`config.mk`:
```
export PLATFORM = sky130hd
export DESIGN_NAME = scsi_phase_seq
export DESIGN_NICKNAME = d
export VERILOG_FILES = /design/src/rtl/scsi_phase_pkg.sv /design/src/rtl/scsi_phase_gate.sv /design/src/rtl/scsi_phase_delay.sv /design/src/rtl/scsi_phase_timer.sv /design/src/rtl/scsi_phase_lines.sv /design/src/rtl/scsi_phase_seq.sv
export SDC_FILE = /design/constraint.sdc
export NUM_CORES = 1
export LEC_CHECK = 0
export ABC_AREA = 0
export CAP_MARGIN = 20
export CORE_MARGIN = 2
export CORE_UTILIZATION = 52
export DETAILED_ROUTE_END_ITERATION = 8
export GPL_TIMING_DRIVEN = 1
export PLACE_DENSITY = 0.78
export SETUP_SLACK_MARGIN = 0.3
export SKIP_LAST_GASP = 1
export SYNTH_ARGS = -nofsm -noshare
export SYNTH_HDL_FRONTEND = slang
export SYNTH_SLANG_ARGS = --single-unit
export TNS_END_PERCENT = 5
```
`constraint.sdc`:
```
create_clock -name clk -period 3.4 [get_ports clk]
set_clock_uncertainty 0.05 [all_clocks]
set_input_delay 0.51 -clock clk [delete_from_list [all_inputs] [get_ports clk]]
set_output_delay 0.51 -clock clk [all_outputs]
set_load 0.01 [all_outputs]
```
`src/rtl/scsi_phase_pkg.sv`:
```
package scsi_phase_pkg;

   typedef enum logic [1:0] {
      GS_IDLE   = 2'd0,
      GS_HOLD   = 2'd1,
      GS_SETTLE = 2'd2
   } gate_st_e;

   typedef struct packed {
      logic       rel;
      logic [2:0] code;
   } phase_req_t;

   localparam int BIT_MSG = 2;
   localparam int BIT_CD  = 1;
   localparam int BIT_IO  = 0;

   localparam logic [2:0] CODE_DATA_IN = 3'b001;

   function automatic int ns_to_cycles(input int ns, input int clk_ns);
      return (ns + clk_ns - 1) / clk_ns;
   endfunction

endpackage

```
`src/rtl/scsi_phase_gate.sv`:
```
module scsi_phase_gate
   import scsi_phase_pkg::*;
(
   input  logic       clk,
   input  logic       rst_n,
   input  logic       req_valid,
   input  phase_req_t req_in,
   input  logic       ack_in,
   input  logic       bus_reset,
   input  logic       expire,
   output phase_req_t held,
   output logic       apply,
   output logic       in_hold,
   output logic       busy
);

   gate_st_e   st_q;
   phase_req_t held_q;
   logic       go;

   assign go      = !ack_in || bus_reset;
   assign in_hold = (st_q == GS_HOLD);
   assign apply   = in_hold && go;
   assign busy    = (st_q != GS_IDLE);
   assign held    = held_q;

   always_ff @(posedge clk) begin
      if (!rst_n) begin
         st_q   <= GS_IDLE;
         held_q <= '0;
      end else begin
         unique case (st_q)
            GS_IDLE: begin
               if (req_valid) begin
                  held_q <= req_in;
                  st_q   <= GS_HOLD;
               end
            end
            GS_HOLD: begin
               if (go) st_q <= expire ? GS_IDLE : GS_SETTLE;
            end
            GS_SETTLE: begin
               if (expire) st_q <= GS_IDLE;
            end
            default: st_q <= GS_IDLE;
         endcase
      end
   end

   // a request arriving during the settle count never restarts the hold
   a_r2_no_accept_busy: assert property (@(posedge clk) disable iff (!rst_n)
      (st_q == GS_SETTLE) |=> (st_q != GS_HOLD));

endmodule

```
`src/rtl/scsi_phase_delay.sv`:
```
module scsi_phase_delay #(
   parameter int CNT_W          = 14,
   parameter int BASE_CYC       = 40,
   parameter int TURN_CYC       = 40,
   parameter int LEG_CYC        = 10000,
   parameter bit LEGACY_SUPPORT = 1'b1
) (
   input  logic             same,
   input  logic             rel,
   input  logic             new_io,
   input  logic             old_io,
   input  logic             legacy_mode,
   output logic [CNT_W-1:0] delay
);

   logic [CNT_W-1:0] turn_add;
   logic [CNT_W-1:0] leg_add;

   assign turn_add = (new_io != old_io) ? CNT_W'(TURN_CYC) : '0;

   generate
      if (LEGACY_SUPPORT) begin : g_legacy
         assign leg_add = legacy_mode ? CNT_W'(LEG_CYC) : '0;
      end else begin : g_no_legacy
         assign leg_add = '0;
      end
   endgenerate

   always_comb begin
      if (same || rel) delay = '0;
      else             delay = CNT_W'(BASE_CYC) + turn_add + leg_add;
   end

endmodule

```
`src/rtl/scsi_phase_timer.sv`:
```
module scsi_phase_timer #(
   parameter int CNT_W = 14
) (
   input  logic             clk,
   input  logic             rst_n,
   input  logic             load,
   input  logic [CNT_W-1:0] delay,
   output logic             expire,
   output logic             ready
);

   logic [CNT_W-1:0] cnt_q;
   logic             run_q;
   logic             ready_q;

   assign expire = (load && (delay == '0)) || (run_q && (cnt_q == '0));
   assign ready  = ready_q;

   always_ff @(posedge clk) begin
      if (!rst_n) begin
         cnt_q   <= '0;
         run_q   <= 1'b0;
         ready_q <= 1'b0;
      end else begin
         ready_q <= expire;
         if (load && (delay != '0)) begin
            run_q <= 1'b1;
            cnt_q <= delay - CNT_W'(1);
         end else if (run_q) begin
            if (cnt_q == '0) run_q <= 1'b0;
            else             cnt_q <= cnt_q - CNT_W'(1);
         end
      end
   end

   // the gate never loads a new count while one is still running
   a_r8_no_reload_running: assert property (@(posedge clk) disable iff (!rst_n)
      run_q |-> !load);

   // the ready pulse lasts one cycle
   a_r12_ready_single: assert property (@(posedge clk) disable iff (!rst_n)
      ready_q |=> !ready_q);

endmodule

```
`src/rtl/scsi_phase_lines.sv`:
```
module scsi_phase_lines
   import scsi_phase_pkg::*;
#(
   parameter int OFF_W = 5
) (
   input  logic             clk,
   input  logic             rst_n,
   input  logic             apply,
   input  phase_req_t       held,
   input  logic [OFF_W-1:0] sync_offset,
   output logic             same,
   output logic             old_io,
   output logic             phase_msg,
   output logic             phase_cd,
   output logic             phase_io,
   output logic             ctrl_oe,
   output logic             sync_mode
);

   logic       rel_q;
   logic [2:0] code_q;
   logic       sync_q;

   assign same   = (held.rel && rel_q) ||
                   (!held.rel && !rel_q && (held.code == code_q));
   assign old_io = rel_q ? 1'b0 : code_q[BIT_IO];

   always_ff @(posedge clk) begin
      if (!rst_n) begin
         rel_q  <= 1'b1;
         code_q <= '0;
         sync_q <= 1'b0;
      end else if (apply && !same) begin
         rel_q  <= held.rel;
         code_q <= held.rel ? 3'b000 : held.code;
         sync_q <= !held.rel && (held.code == CODE_DATA_IN) && (|sync_offset);
      end
   end

   assign phase_msg = code_q[BIT_MSG];
   assign phase_cd  = code_q[BIT_CD];
   assign phase_io  = code_q[BIT_IO];
   assign ctrl_oe   = !rel_q;
   assign sync_mode = sync_q;

   // with the drivers off, no phase line is left high
   a_r6_released_low: assert property (@(posedge clk) disable iff (!rst_n)
      !ctrl_oe |-> ({phase_msg, phase_cd, phase_io} == 3'b000));

   // synchronous mode only ever accompanies a driven data-in phase
   a_r11_sync_datain: assert property (@(posedge clk) disable iff (!rst_n)
      sync_mode |-> (ctrl_oe && ({phase_msg, phase_cd, phase_io} == CODE_DATA_IN)));

endmodule

```
`src/rtl/scsi_phase_seq.sv`:
```
module scsi_phase_seq
   import scsi_phase_pkg::*;
#(
   parameter int CLK_NS         = 10,
   parameter int SETTLE_NS      = 400,
   parameter int TURN_NS        = 400,
   parameter int LEGACY_NS      = 100000,
   parameter bit LEGACY_SUPPORT = 1'b1,
   parameter int OFF_W          = 5
) (
   input  logic             clk,
   input  logic             rst_n,
   input  logic             req_valid,
   input  logic             req_release,
   input  logic [2:0]       req_phase,
   input  logic             ack_in,
   input  logic             bus_reset,
   input  logic             legacy_mode,
   input  logic [OFF_W-1:0] sync_offset,
   output logic             phase_msg,
   output logic             phase_cd,
   output logic             phase_io,
   output logic             ctrl_oe,
   output logic             sync_mode,
   output logic             busy,
   output logic             ready
);

   localparam int BASE_CYC = ns_to_cycles(SETTLE_NS, CLK_NS);
   localparam int TURN_CYC = ns_to_cycles(TURN_NS, CLK_NS);
   localparam int LEG_CYC  = LEGACY_SUPPORT ? ns_to_cycles(LEGACY_NS, CLK_NS) : 0;
   localparam int MAX_CYC  = BASE_CYC + TURN_CYC + LEG_CYC;
   localparam int CNT_W    = $clog2(MAX_CYC + 1);

   generate
      if (CLK_NS < 1)   begin : g_bad_clk    $error("CLK_NS must be positive");    end
      if (SETTLE_NS < 1) begin : g_bad_settle $error("SETTLE_NS must be positive"); end
      if (TURN_NS < 0)  begin : g_bad_turn   $error("TURN_NS must not be negative"); end
      if (LEGACY_NS < 0) begin : g_bad_leg   $error("LEGACY_NS must not be negative"); end
      if (OFF_W < 1)    begin : g_bad_off    $error("OFF_W must be at least 1");   end
   endgenerate

   phase_req_t       req_in;
   phase_req_t       held;
   logic             apply;
   logic             in_hold;
   logic             expire;
   logic             same;
   logic             old_io;
   logic [CNT_W-1:0] delay;

   assign req_in.rel  = req_release;
   assign req_in.code = req_phase;

   scsi_phase_gate u_gate (
      .clk       (clk),
      .rst_n     (rst_n),
      .req_valid (req_valid),
      .req_in    (req_in),
      .ack_in    (ack_in),
      .bus_reset (bus_reset),
      .expire    (expire),
      .held      (held),
      .apply     (apply),
      .in_hold   (in_hold),
      .busy      (busy)
   );

   scsi_phase_lines #(.OFF_W(OFF_W)) u_lines (
      .clk         (clk),
      .rst_n       (rst_n),
      .apply       (apply),
      .held        (held),
      .sync_offset (sync_offset),
      .same        (same),
      .old_io      (old_io),
      .phase_msg   (phase_msg),
      .phase_cd    (phase_cd),
      .phase_io    (phase_io),
      .ctrl_oe     (ctrl_oe),
      .sync_mode   (sync_mode)
   );

   scsi_phase_delay #(
      .CNT_W          (CNT_W),
      .BASE_CYC       (BASE_CYC),
      .TURN_CYC       (TURN_CYC),
      .LEG_CYC        (LEG_CYC),
      .LEGACY_SUPPORT (LEGACY_SUPPORT)
   ) u_delay (
      .same        (same),
      .rel         (held.rel),
      .new_io      (held.code[BIT_IO]),
      .old_io      (old_io),
      .legacy_mode (legacy_mode),
      .delay       (delay)
   );

   scsi_phase_timer #(.CNT_W(CNT_W)) u_timer (
      .clk    (clk),
      .rst_n  (rst_n),
      .load   (apply),
      .delay  (delay),
      .expire (expire),
      .ready  (ready)
   );

   // a held acknowledge freezes the bus-facing lines
   a_r3_ack_holds: assert property (@(posedge clk) disable iff (!rst_n)
      (in_hold && ack_in && !bus_reset) |=>
         ($stable({phase_msg, phase_cd, phase_io, ctrl_oe}) && !ready));

   // busy and ready never overlap
   a_r12_ready_not_busy: assert property (@(posedge clk) disable iff (!rst_n)
      ready |-> !busy);

endmodule

```
* Yosys cells after proc, flatten, opt, wreduce, memory -nomap -nowiden *
Index checks and enable logic that the tools add are counted.

storage, ports and cells
  register bits after elaboration = 27
  input port bits = 15
  output and inout bits = 7
  logic and storage cells = 66

cells by class
  add/sub/neg operators = 4
  equality and inequality tests = 9
  mux-type cells = 16
  reduce and logical (&&, ||, !) cells = 28

operators with widths
  kind                                                 count
  2-to-1 mux 14 bit                                    5
  zero test 14 bit                                     2
  subtractor 14 x 1 -> 14 bit, second input constant   2
  adder 14 bit                                         1
  adder 6 x 14 -> 14 bit, first input constant         1
  nonzero test 14 bit                                  1
  logical AND 1 bit                                    10
  2-to-1 mux 2 bit                                     4
  2-to-1 mux 6 bit                                     1
  case mux 2 bit (3 select lines)                      1
  OR reduction 5 bit                                   1
  zero test 1 bit                                      4
  logical OR 1 bit                                     4
  2-to-1 mux 1 bit                                     4
  != test 2 x 1 -> 1 bit, second input constant        2
  != test 2 bit, second input constant                 2
  AND reduction 2 bit                                  2
  nonzero test 2 bit                                   2
  equality test 3 x 1 -> 1 bit, second input constant  1
  equality test 3 bit                                  1
  2-to-1 mux 3 bit                                     1
  AND reduction 3 bit                                  1
  equality test 2 x 1 -> 1 bit, second input constant  1
  equality test 2 bit, second input constant           1
  other kinds (2)                                      2

* Longest topological paths before layout *
Gate-level depths: netlist of run 1.

  word-level depth = 12
  mapped depth = 12
  gate-level depth less buffers = 10

* By module *
From an unflattened synthesis of run 1, not the netlist that was laid out.

second synthesis, totals
  cell total of the unflattened synthesis = 241
  area, all modules = 1936.9 sq um

by module, submodules not included
  module            instances  cells each  area each (sq um)
  scsi_phase_timer  1          166         1258.7
  scsi_phase_gate   1          29          280.3
  scsi_phase_lines  1          28          269.0
  scsi_phase_delay  1          18          128.9

* Worst setup path after synthesis of run 1 *
Ideal clock, no wire load.

  path kind = input to register
  start = in ack_in
  end = reg u_timer.cnt_q[12]
  data arrival time = 2903 ps
  required time = 3233 ps
  path slack = 331 ps
  cell stages on the path = 11
  cells stage by stage = nor2b_1 -> nor3b_1 -> nand3b_1 -> clkbuf_1 -> nand2_1 -> ha_1 -> nand3b_1 -> or3_4 -> a2111oi_2 -> xnor2_1 -> nor2_1

on the way
  longest elaborated chain between the ends = 6
  elaborated cells on any way between the ends = 8
  those cells by class = 1 x eq/ne; 1 x mux; 6 x reduce/logical

ends and longest elaborated chain
  what                                                                    RTL line                text
  start, declared                                                         scsi_phase_seq.sv:16    input logic ack_in,
  zero test 1 bit *                                                       scsi_phase_gate.sv:21   assign go = !ack_in || bus_reset;
  logical OR 1 bit *                                                      scsi_phase_gate.sv:21
  logical AND 1 bit *                                                     scsi_phase_gate.sv:23   assign apply = in_hold && go;
  logical AND 1 bit *                                                     scsi_phase_timer.sv:26  if (load && (delay != '0)) begin
  != test 2 x 1 -> 1 bit (no line) or nonzero test 2 bit (tied branches)  --
  AND reduction 2 bit (no line)                                           --
  end signal, assigned                                                    scsi_phase_timer.sv:28  cnt_q <= delay - CNT_W'(1);
  end signal, assigned                                                    scsi_phase_timer.sv:31  else cnt_q <= cnt_q - CNT_W'(1);
  end, declared                                                           scsi_phase_timer.sv:12  logic [CNT_W-1:0] cnt_q;

Every way passes the cells marked *; elsewhere a longest branch is shown, timed or not.
A chain may end at the register's enable or synchronous reset.

* Worst setup path in the final report of run 1 *
  start = in ack_in
  end = reg u_timer.cnt_q[10]

Same word-level chain as after synthesis.

==> results by group, run 1 <==
Final layout
  • Nets: 198
  • Fillers: 212
  • Diode count: 0
  • Area growth syn-to-layout: 19.5%
  • Register area: approximately 540 um2
  • Share of post-route cells with drive strength above 1: roughly 6.7%
  • Multi-input gate area in the final layout: between 800 and 900 um2
  • Fin cells: between 200 and 250

Setup path
  • CP Data Arrival Time: slightly above 3 ns
  • CP cell instances: clkdlybuf4s50_1 -> nor2b_1 -> nor3b_1 -> nand3b_1 -> nand2_1 -> ha_1 -> nand3b_1 -> or3_4 -> a2111oi_4 -> xnor2_1 -> a21oi_1
  • Max incr delay on CP: 0.40 ns
  • Crit. End Element: register
  • CP startpoint kind: input port
  • Critical Path Most Common Cell: nand3b_1
  • Required time worst endpoint: 3.57 ns
  • Max stage delay cell, worst path: or3_4
  • CP Max Fanout: 6
  • Critical path type: input port to register

Clock tree
  • Clk slew on worst S/H paths: between 0.1 and 0.15 ns
  • CTS Hold Bufs: 0
  • Clock network latency to the later pin of the worst-skew pair: around 0.32 ns
  • Htree depth: 1
  • # resized after CTS: 0
  • Clk sinks: 27
  • Maximum root-to-sink buffer count: 2
  • Post-CTS setup repair buffer count: 0
  • Root Buffer: clkbuf_4
  • TritonCTS clock tree: done
  • CTS Buf Count: 3

Detailed routing
  • Total Wirelength: 3.04 mm
  • Remaining DRCs: 0
  • Routed via count: roughly 1200
  • Initial DRC count: 33
  • Average wire per standard cell: 14.5 um
  • Post-route ant nets: 0
  • Via-to-Cell Ratio: ~5.8
  • First-pass iteration count of the detailed router: 5

Synth
  • Number of synthesized flops with an enable pin: 0
  • Yosys warns: 0
  • Synth Area in Compound Gates: 19.4%
  • Post-synthesis cell type count: 43
  • Largest family of logic cells by synthesized area: simple AND/OR/NAND/NOR gates
  • Mean Syn Cell Area: roughly 9 um2
  • Synth async-reset ratio: 0%
  • Seq cells post-synth: 27
  • Xor and xnor area share after synthesis: under 10%
  • Ys flop type: dfxtp_1
  • Sequential share of the synthesized area: 38.0%
  • Synth Area in Adders: 1.76%
  • Syn_nets: approximately 170
  • Mux contribution to synthesized area: roughly 3.6%
  • Post-synthesis instance area: around 1400 um2
  • Post-Synth Simple-Gate Area: a little over a quarter
  • Mapped Cells: 157

Placed design
  • I/O Buffers: 21
  • HPWL after DPL: about 2.3 mm
  • Placed insts: between 200 and 250
  • Placer congestion estimate: a little over 0.8

Outcome
  • Status: finished clean

Pwr
  • PD cells: about 440 nW/um2
  • Worst vdd ir: ~0.30 mV
  • LEAKAGE: approximately 0.00060 uW

Timing
  • Worst-Margin Slew: 1.01 ns
  • Slew Viols, Final: 0
  • # setup viols final: 0
  • Final Hold Viols: 0
  • RSZ-0062 raised after global routing: no
  • Period utilization: 84.2%
  • Fmax: between 300 and 400 MHz
  • Post-layout min period: 2.86 ns
  • Total negative slack: 0 ns
  • Rel. slew slack: between 30% and 40%

Global routing
  • Largest net degree at the start of global routing: 25
  • GRT Total Usage: roughly a fifth
  • Global-route wire length before repair: ~5.2 mm
  • Initial antenna violation count: 0
  • Vias in the first global route: 1192
  • Total gr overflow: 0

Floorplanning
  • IO Count: 22
  • Starting Density: a little under three fifths
  • Die X: around 56 um
  • Core area: approximately 2500 um2
  • Rows: 18
  • DIE AREA: between 3000 and 4000 um2
  • DIE HEIGHT: ~56 um

Job
  • Max-capacitance violation count: 0

Worst hold path
  • Hold Crit Class: register to register
where the power goes:
group / leakage [uW] / switching, uW / internal, uW
Combinational: 0.000365 / 118 / 106
Clock: 0.0000150 / 93.2 / 46.0
Sequential: 0.000220 / 34.3 / 344
placed cells by master, fill, tap and decap left out, types with 2 or more instances in the layout:
cell type / count
or4_1: 2
ha_1: 2
and3_1: 2
a21boi_1: 3
buf_4: 3
or3_1: 3
a211oi_1: 4
nor2_1: 9
nand3_1: 3
o211ai_1: 2
a22oi_1: 3
nor3_1: 4
dfxtp_1: 27
nor2b_1: 11
o21ai_0: 8
o21ai_1: 4
nand2_1: 10
mux2i_1: 4
xor2_1: 2
clkdlybuf4s50_1: 21
clkbuf_4: 3
xnor2_1: 12
nor3b_1: 2
nand3b_1: 2
nor4_1: 2
nand4bb_1: 2
inv_1: 4
a21oi_1: 8
Yosys cell counts (2+ instances only):
library cell	number	area share, %
mux2i_1	4	2.8
nor2b_1	11	4.8
dfxtp_1	27	38
nand3_1	3	1.1
clkbuf_1	5	1.3
nor3b_1	2	1.1
nand2_1	10	2.6
o21ai_1	4	1.4
a211oi_1	4	2.1
a21oi_1	8	2.8
nor3_1	4	1.4
a21boi_1	3	1.6
or3_1	3	1.3
xor2_1	2	1.2
o21ai_0	8	2.8
nand3b_1	2	1.1
and3_1	2	0.88
ha_1	2	1.8
a22oi_1	3	1.6
or4_1	2	1.1
xnor2_1	12	7.4
nor2_1	9	2.4
nand4bb_1	2	1.6
o211ai_1	2	1.1
nor4_1	2	0.88
inv_1	4	1.1
through the flow:
| step | power [uW] | setup slack (ns) | utilization (%) | hold WS (ns) | cell area, um2 |
|---|---|---|---|---|---|
| 4_1_cts | 742 | 0.521 | 66.9 | 0.489 | 1700 |
| 2_1_floorplan | 538 | 0.331 | - | 0.426 | 1420 |
| 3_5_place_dp | 606 | 0.207 | 65.8 | 0.456 | 1680 |
| 5_1_grt | 782 | 0.319 | 66.9 | 0.520 | 1700 |
| 6_report | 742 | 0.536 | 66.9 | 0.488 | 1700 |
| 3_3_place_gp | 597 | 0.317 | 65.8 | 0.450 | 1680 |
layout make-up:
type                            instances  share of cell area [%]
Inverter                                4                   0.882
Timing Repair Buffer                   24                    13.7
Tap cell                               30                    2.21
Clock buffer                            4                    1.54
Sequential cell                        27                    31.8
Multi-Input combinational cell        121                    49.9
cells by family after synthesis:
group	after synthesis
adders and majority gates	2
buffers and inverters	9
muxes	5
xor gates and xnor gates	14
and+or+nand+nor	61
DFF	27
AOI/OAI and AO/OA	39
critical path: cells and delay by family:
kind | cells | cell delay [ns]
AOI/OAI and AO/OA | 2 | 0.43
xor gates and xnor gates | 1 | 0.17
adders and majority gates | 1 | 0.25
buffers and inverters | 1 | 0.39
and+or+nand+nor | 6 | 1.28
sequential cells by signal, indices dropped and copies added (netlist names):
name / cells
u_lines.code_q: 3
u_timer.run_q: 1
u_lines.sync_mode: 1
u_lines.rel_q: 1
u_gate.held: 4
u_timer.ready: 1
u_timer.cnt_q: 14
u_gate.st_q: 2
worst paths after layout:
kind,start,end,slack [ns],cells past startpoint
max,ack_in,u_timer.cnt_q[10],0.54,11
min,u_timer.cnt_q[12],u_timer.cnt_q[12],0.49,2
max reg2reg,u_gate.held[0],u_timer.cnt_q[10],0.72,10
min reg2reg,u_timer.cnt_q[12],u_timer.cnt_q[12],0.49,2
per-layer routing:
metal / global-route usage [%] / up-vias / share of wire (%)
li1: - / 616 / -
met1: 24.9 / 570 / 47
met2: 36.0 / 33 / 47
met3: 3.00 / 9 / 3.7
met4: 7.48 / 0 / 2.1
met5: 0 / - / 0
Power figures use the tool's default switching activity.
==> run 2: changes to the inputs <==
--- a/config.mk
+++ b/config.mk
@@ -8,10 +8,10 @@
 export ABC_AREA = 0
 export CAP_MARGIN = 20
 export CORE_MARGIN = 2
-export CORE_UTILIZATION = 52
+export CORE_UTILIZATION = 47
 export DETAILED_ROUTE_END_ITERATION = 8
 export GPL_TIMING_DRIVEN = 1
-export PLACE_DENSITY = 0.78
+export PLACE_DENSITY = 0.75
 export SETUP_SLACK_MARGIN = 0.3
 export SKIP_LAST_GASP = 1
 export SYNTH_ARGS = -nofsm -noshare
==> constraint.sdc (replaced) <==
create_clock -name clk -period 2.5 [get_ports clk]
set_clock_uncertainty 0.05 [all_clocks]
set_input_delay 0.375 -clock clk [delete_from_list [all_inputs] [get_ports clk]]
set_output_delay 0.375 -clock clk [all_outputs]
set_load 0.01 [all_outputs]
==> run 2 against run 1 <==
Net effect: combinational power up 77%; flip-flop and latch count is the same; total power increased by 48%; core utilization rose by 2.6 points; largest power group unchanged.
==> results by group, run 2 (synthesis results as in run 1) <==
Outcome
  • Status: finished clean (unchanged)

Setup path
  • Reg2Reg Setup Slack: 0.22 ns (was 0.72 ns)
  • CP startpoint kind: register (was input port)
  • Critical path launch point: u_gate.held[1] (was ack_in)
  • CP Max Fanout: 4 (was 6)
  • Worst R2R Start: u_gate.held[1] (was u_gate.held[0])
  • Required time worst endpoint: 2.68 ns (was 3.57 ns)
  • R2R cell count: 14 (was 10)
  • CP Data Arrival Time: 2.46 ns (was 3.04 ns)
  • Crit. End Element: register (unchanged)
  • Critical path type: register to register (was input port to register)
  • FF-to-FF End: u_timer.cnt_q[2] (was u_timer.cnt_q[10])

Placed design
  • Area post-placement: 1800 um2 (was 1680 um2)
  • I/O Buffers: 21 (unchanged)
  • Placer congestion estimate: 0.788 (was 0.816)
  • HPWL after DPL: 2.42 mm (was 2.26 mm)

Final layout
  • Share of post-route cells with drive strength above 1: 25.2% (was 6.67%)
  • Nets: 220 (was 198)
  • Max reg flops: 14 (unchanged)
  • Most frequent cells in the layout: 24 x buf_4, 20 x dfxtp_1, 19 x clkdlybuf4s50_1 (was 27 x dfxtp_1, 21 x clkdlybuf4s50_1, 12 x xnor2_1)
  • Diode count: 0 (unchanged)
  • Fillers: 232 (was 212)
  • Largest Register: u_timer.cnt_q (unchanged)
  • Commonest non-fill, non-tap cell in the layout: buf_4 (was dfxtp_1)
  • Fin area: 1960 um2 (was 1700 um2)
  • Area growth syn-to-layout: 38.0% (was 19.5%)
  • Finished Core Util: 69.4% (was 66.9%)

Timing
  • Period utilization: between 90% and 100%
  • Post-layout min period: around 2.3 ns
  • Final Hold Viols: 0 (unchanged)
  • Fmax: approximately 440 MHz
  • RSZ-0062 raised after global routing: yes (was no)
  • Slew Viols, Final: 0 (unchanged)
  • Worst-Margin Slew: 0.472 ns (was 1.01 ns)
  • # setup viols final: 0 (unchanged)
  • Rel. slew slack: 68.4% (was 32.0%)

Pwr
  • Worst vdd ir: 0.489 mV (was 0.304 mV)
  • Int Pwr: 737 uW (was 496 uW)
  • Comb pwr share: 36.0% (was 30.2%)
  • PD cells: 560 nW/um2 (was 436 nW/um2)
  • Seq pwr share: 46.9% (was 51.0%)
  • Clk pwr share: 17.1% (was 18.8%)
  • Net Switching: 364 uW (was 246 uW)
  • Switch share: 33.1% (about the same)
  • LEAKAGE: 0.000731 uW (was 0.000600 uW)

Detailed routing
  • Post-route ant nets: 0 (unchanged)
  • Routed via count: 1345 (was 1228)
  • First-pass iteration count of the detailed router: 4 (was 5)
  • Total Wirelength: 3.35 mm (was 3.04 mm)
  • Average wire per standard cell: 14.4 um (was 14.5 um)
  • Remaining DRCs: 0 (unchanged)
  • Via-to-Cell Ratio: 5.77 (was 5.85)
  • Initial DRC count: 54 (was 33)

Floorplanning
  • Rows: 19 (was 18)
  • Core area: 2830 um2 (was 2540 um2)
  • DIE AREA: 3490 um2 (was 3170 um2)
  • DIE HEIGHT: 59.0 um (was 56.3 um)
  • Starting Density: 50.3% (was 55.9%)
  • IO Count: 22 (unchanged)
  • Die X: 59.0 um (was 56.3 um)

Global routing
  • Total gr overflow: 0 (unchanged)
  • Global-route wire length before repair: 5.73 mm (was 5.22 mm)
  • Largest net degree at the start of global routing: 17 (was 25)
  • GRT Total Usage: 21.6% (was 20.4%)
  • Vias in the first global route: 1307 (was 1192)
  • Initial antenna violation count: 0 (unchanged)

Clock tree
  • Clock network latency to the later pin of the worst-skew pair: 0.33 ns (was 0.32 ns)
  • Root Buffer: clkbuf_4 (unchanged)
  • TritonCTS clock tree: done (unchanged)
  • Htree depth: 1 (unchanged)
  • Clk slew on worst S/H paths: 0.14 ns (about the same)
  • CTS Hold Bufs: 0 (unchanged)
  • Maximum root-to-sink buffer count: 2 (unchanged)
  • CTS Buf Count: 3 (unchanged)
  • Clk sinks: 27 (unchanged)

Worst hold path
  • Hold Crit Class: register to register (unchanged)
  • Hold_sp: u_lines.sync_mode (was u_timer.cnt_q[12])
  • Hold Path End: u_lines.sync_mode (was u_timer.cnt_q[12])
  • Hold Crit Depth: 2 (unchanged)

Job
  • Max-capacitance violation count: 0 (unchanged)
==> run 2: per-layer routing <==
layer,vias to the layer above,track usage [%],part of all wire [%]
met5,-,0,0
met4,0,9.74,2.9
met3,10,3.93,3.4
met2,33,37.0,50
met1,639,26.3,43
li1,663,-,-
==> run 2: area by class of cell <==
type / count / area (um2) / area share (%)
Timing Repair Buffer: 46 / 399 / 20.3
Tap cell: 31 / 38.8 / 1.97
Sequential cell: 27 / 549 / 28.0
Inverter: 4 / 15.0 / 0.764
Multi-Input combinational cell: 121 / 936 / 47.6
Clock buffer: 4 / 26.3 / 1.34
==> run 2: worst max path at each step <==
stage	slack [ns]	endpoint
final	0.22	u_timer.cnt_q[2]
after global routing	0.11	u_timer.cnt_q[8]
after CTS	0.22	u_timer.cnt_q[10]
after detailed placement	-0.41	u_timer.cnt_q[12]
after global placement	-0.30	u_timer.cnt_q[12]
after floorplan	-0.07	u_timer.cnt_q[12]
==> run 2: per-stage QoR <==
step | cells | power (uW) | hold slack [ns] | TNS, ns | worst slack, ns
2_1_floorplan | 157 | 759 | 0.432 | -0.0960 | -0.0729
3_5_place_dp | 216 | 879 | 0.461 | -1.31 | -0.408
4_1_cts | 230 | 1090 | 0.502 | 0 | 0.219
3_3_place_gp | 216 | 863 | 0.450 | -0.941 | -0.296
6_report | 233 | 1100 | 0.495 | 0 | 0.225
5_1_grt | 233 | 1170 | 0.536 | 0 | 0.109
==> run 2: power groups by stage <==
| stage | Sequential [uW] | Combinational [uW] | Clock [uW] |
|---|---|---|---|
| floorplan | 514 | 245 | 0 |
| global placement | 520 | 343 | 0 |
| detailed placement | 524 | 355 | 0 |
| CTS | 514 | 382 | 198 |
| global route | 521 | 436 | 212 |
| finish | 517 | 396 | 188 |
==> run 2: critical path, cell delays in order, from the launching register on <==
cell and delay, ns:
dfxtp_2 0.36, xnor2_1 0.15, nand4_1 0.15, nand3b_1 0.14
buf_6 0.13, nand2_4 0.05, ha_4 0.16, nand3b_1 0.15
buf_4 0.13, buf_4 0.10, buf_4 0.10, buf_4 0.10
buf_4 0.09, a21oi_1 0.04, o31a_1 0.28
==> run 2: repair_timing <==
| action | 4_1_cts | 5_1_grt |
|---|---|---|
| buffers inserted | 10 | 3 |
| gates resized for setup | 12 | 3 |
| endpoints found under the setup margin | 4 | 10 |
| pin swaps | 11 | 9 |
| endpoints found under the hold margin | 0 | 0 |
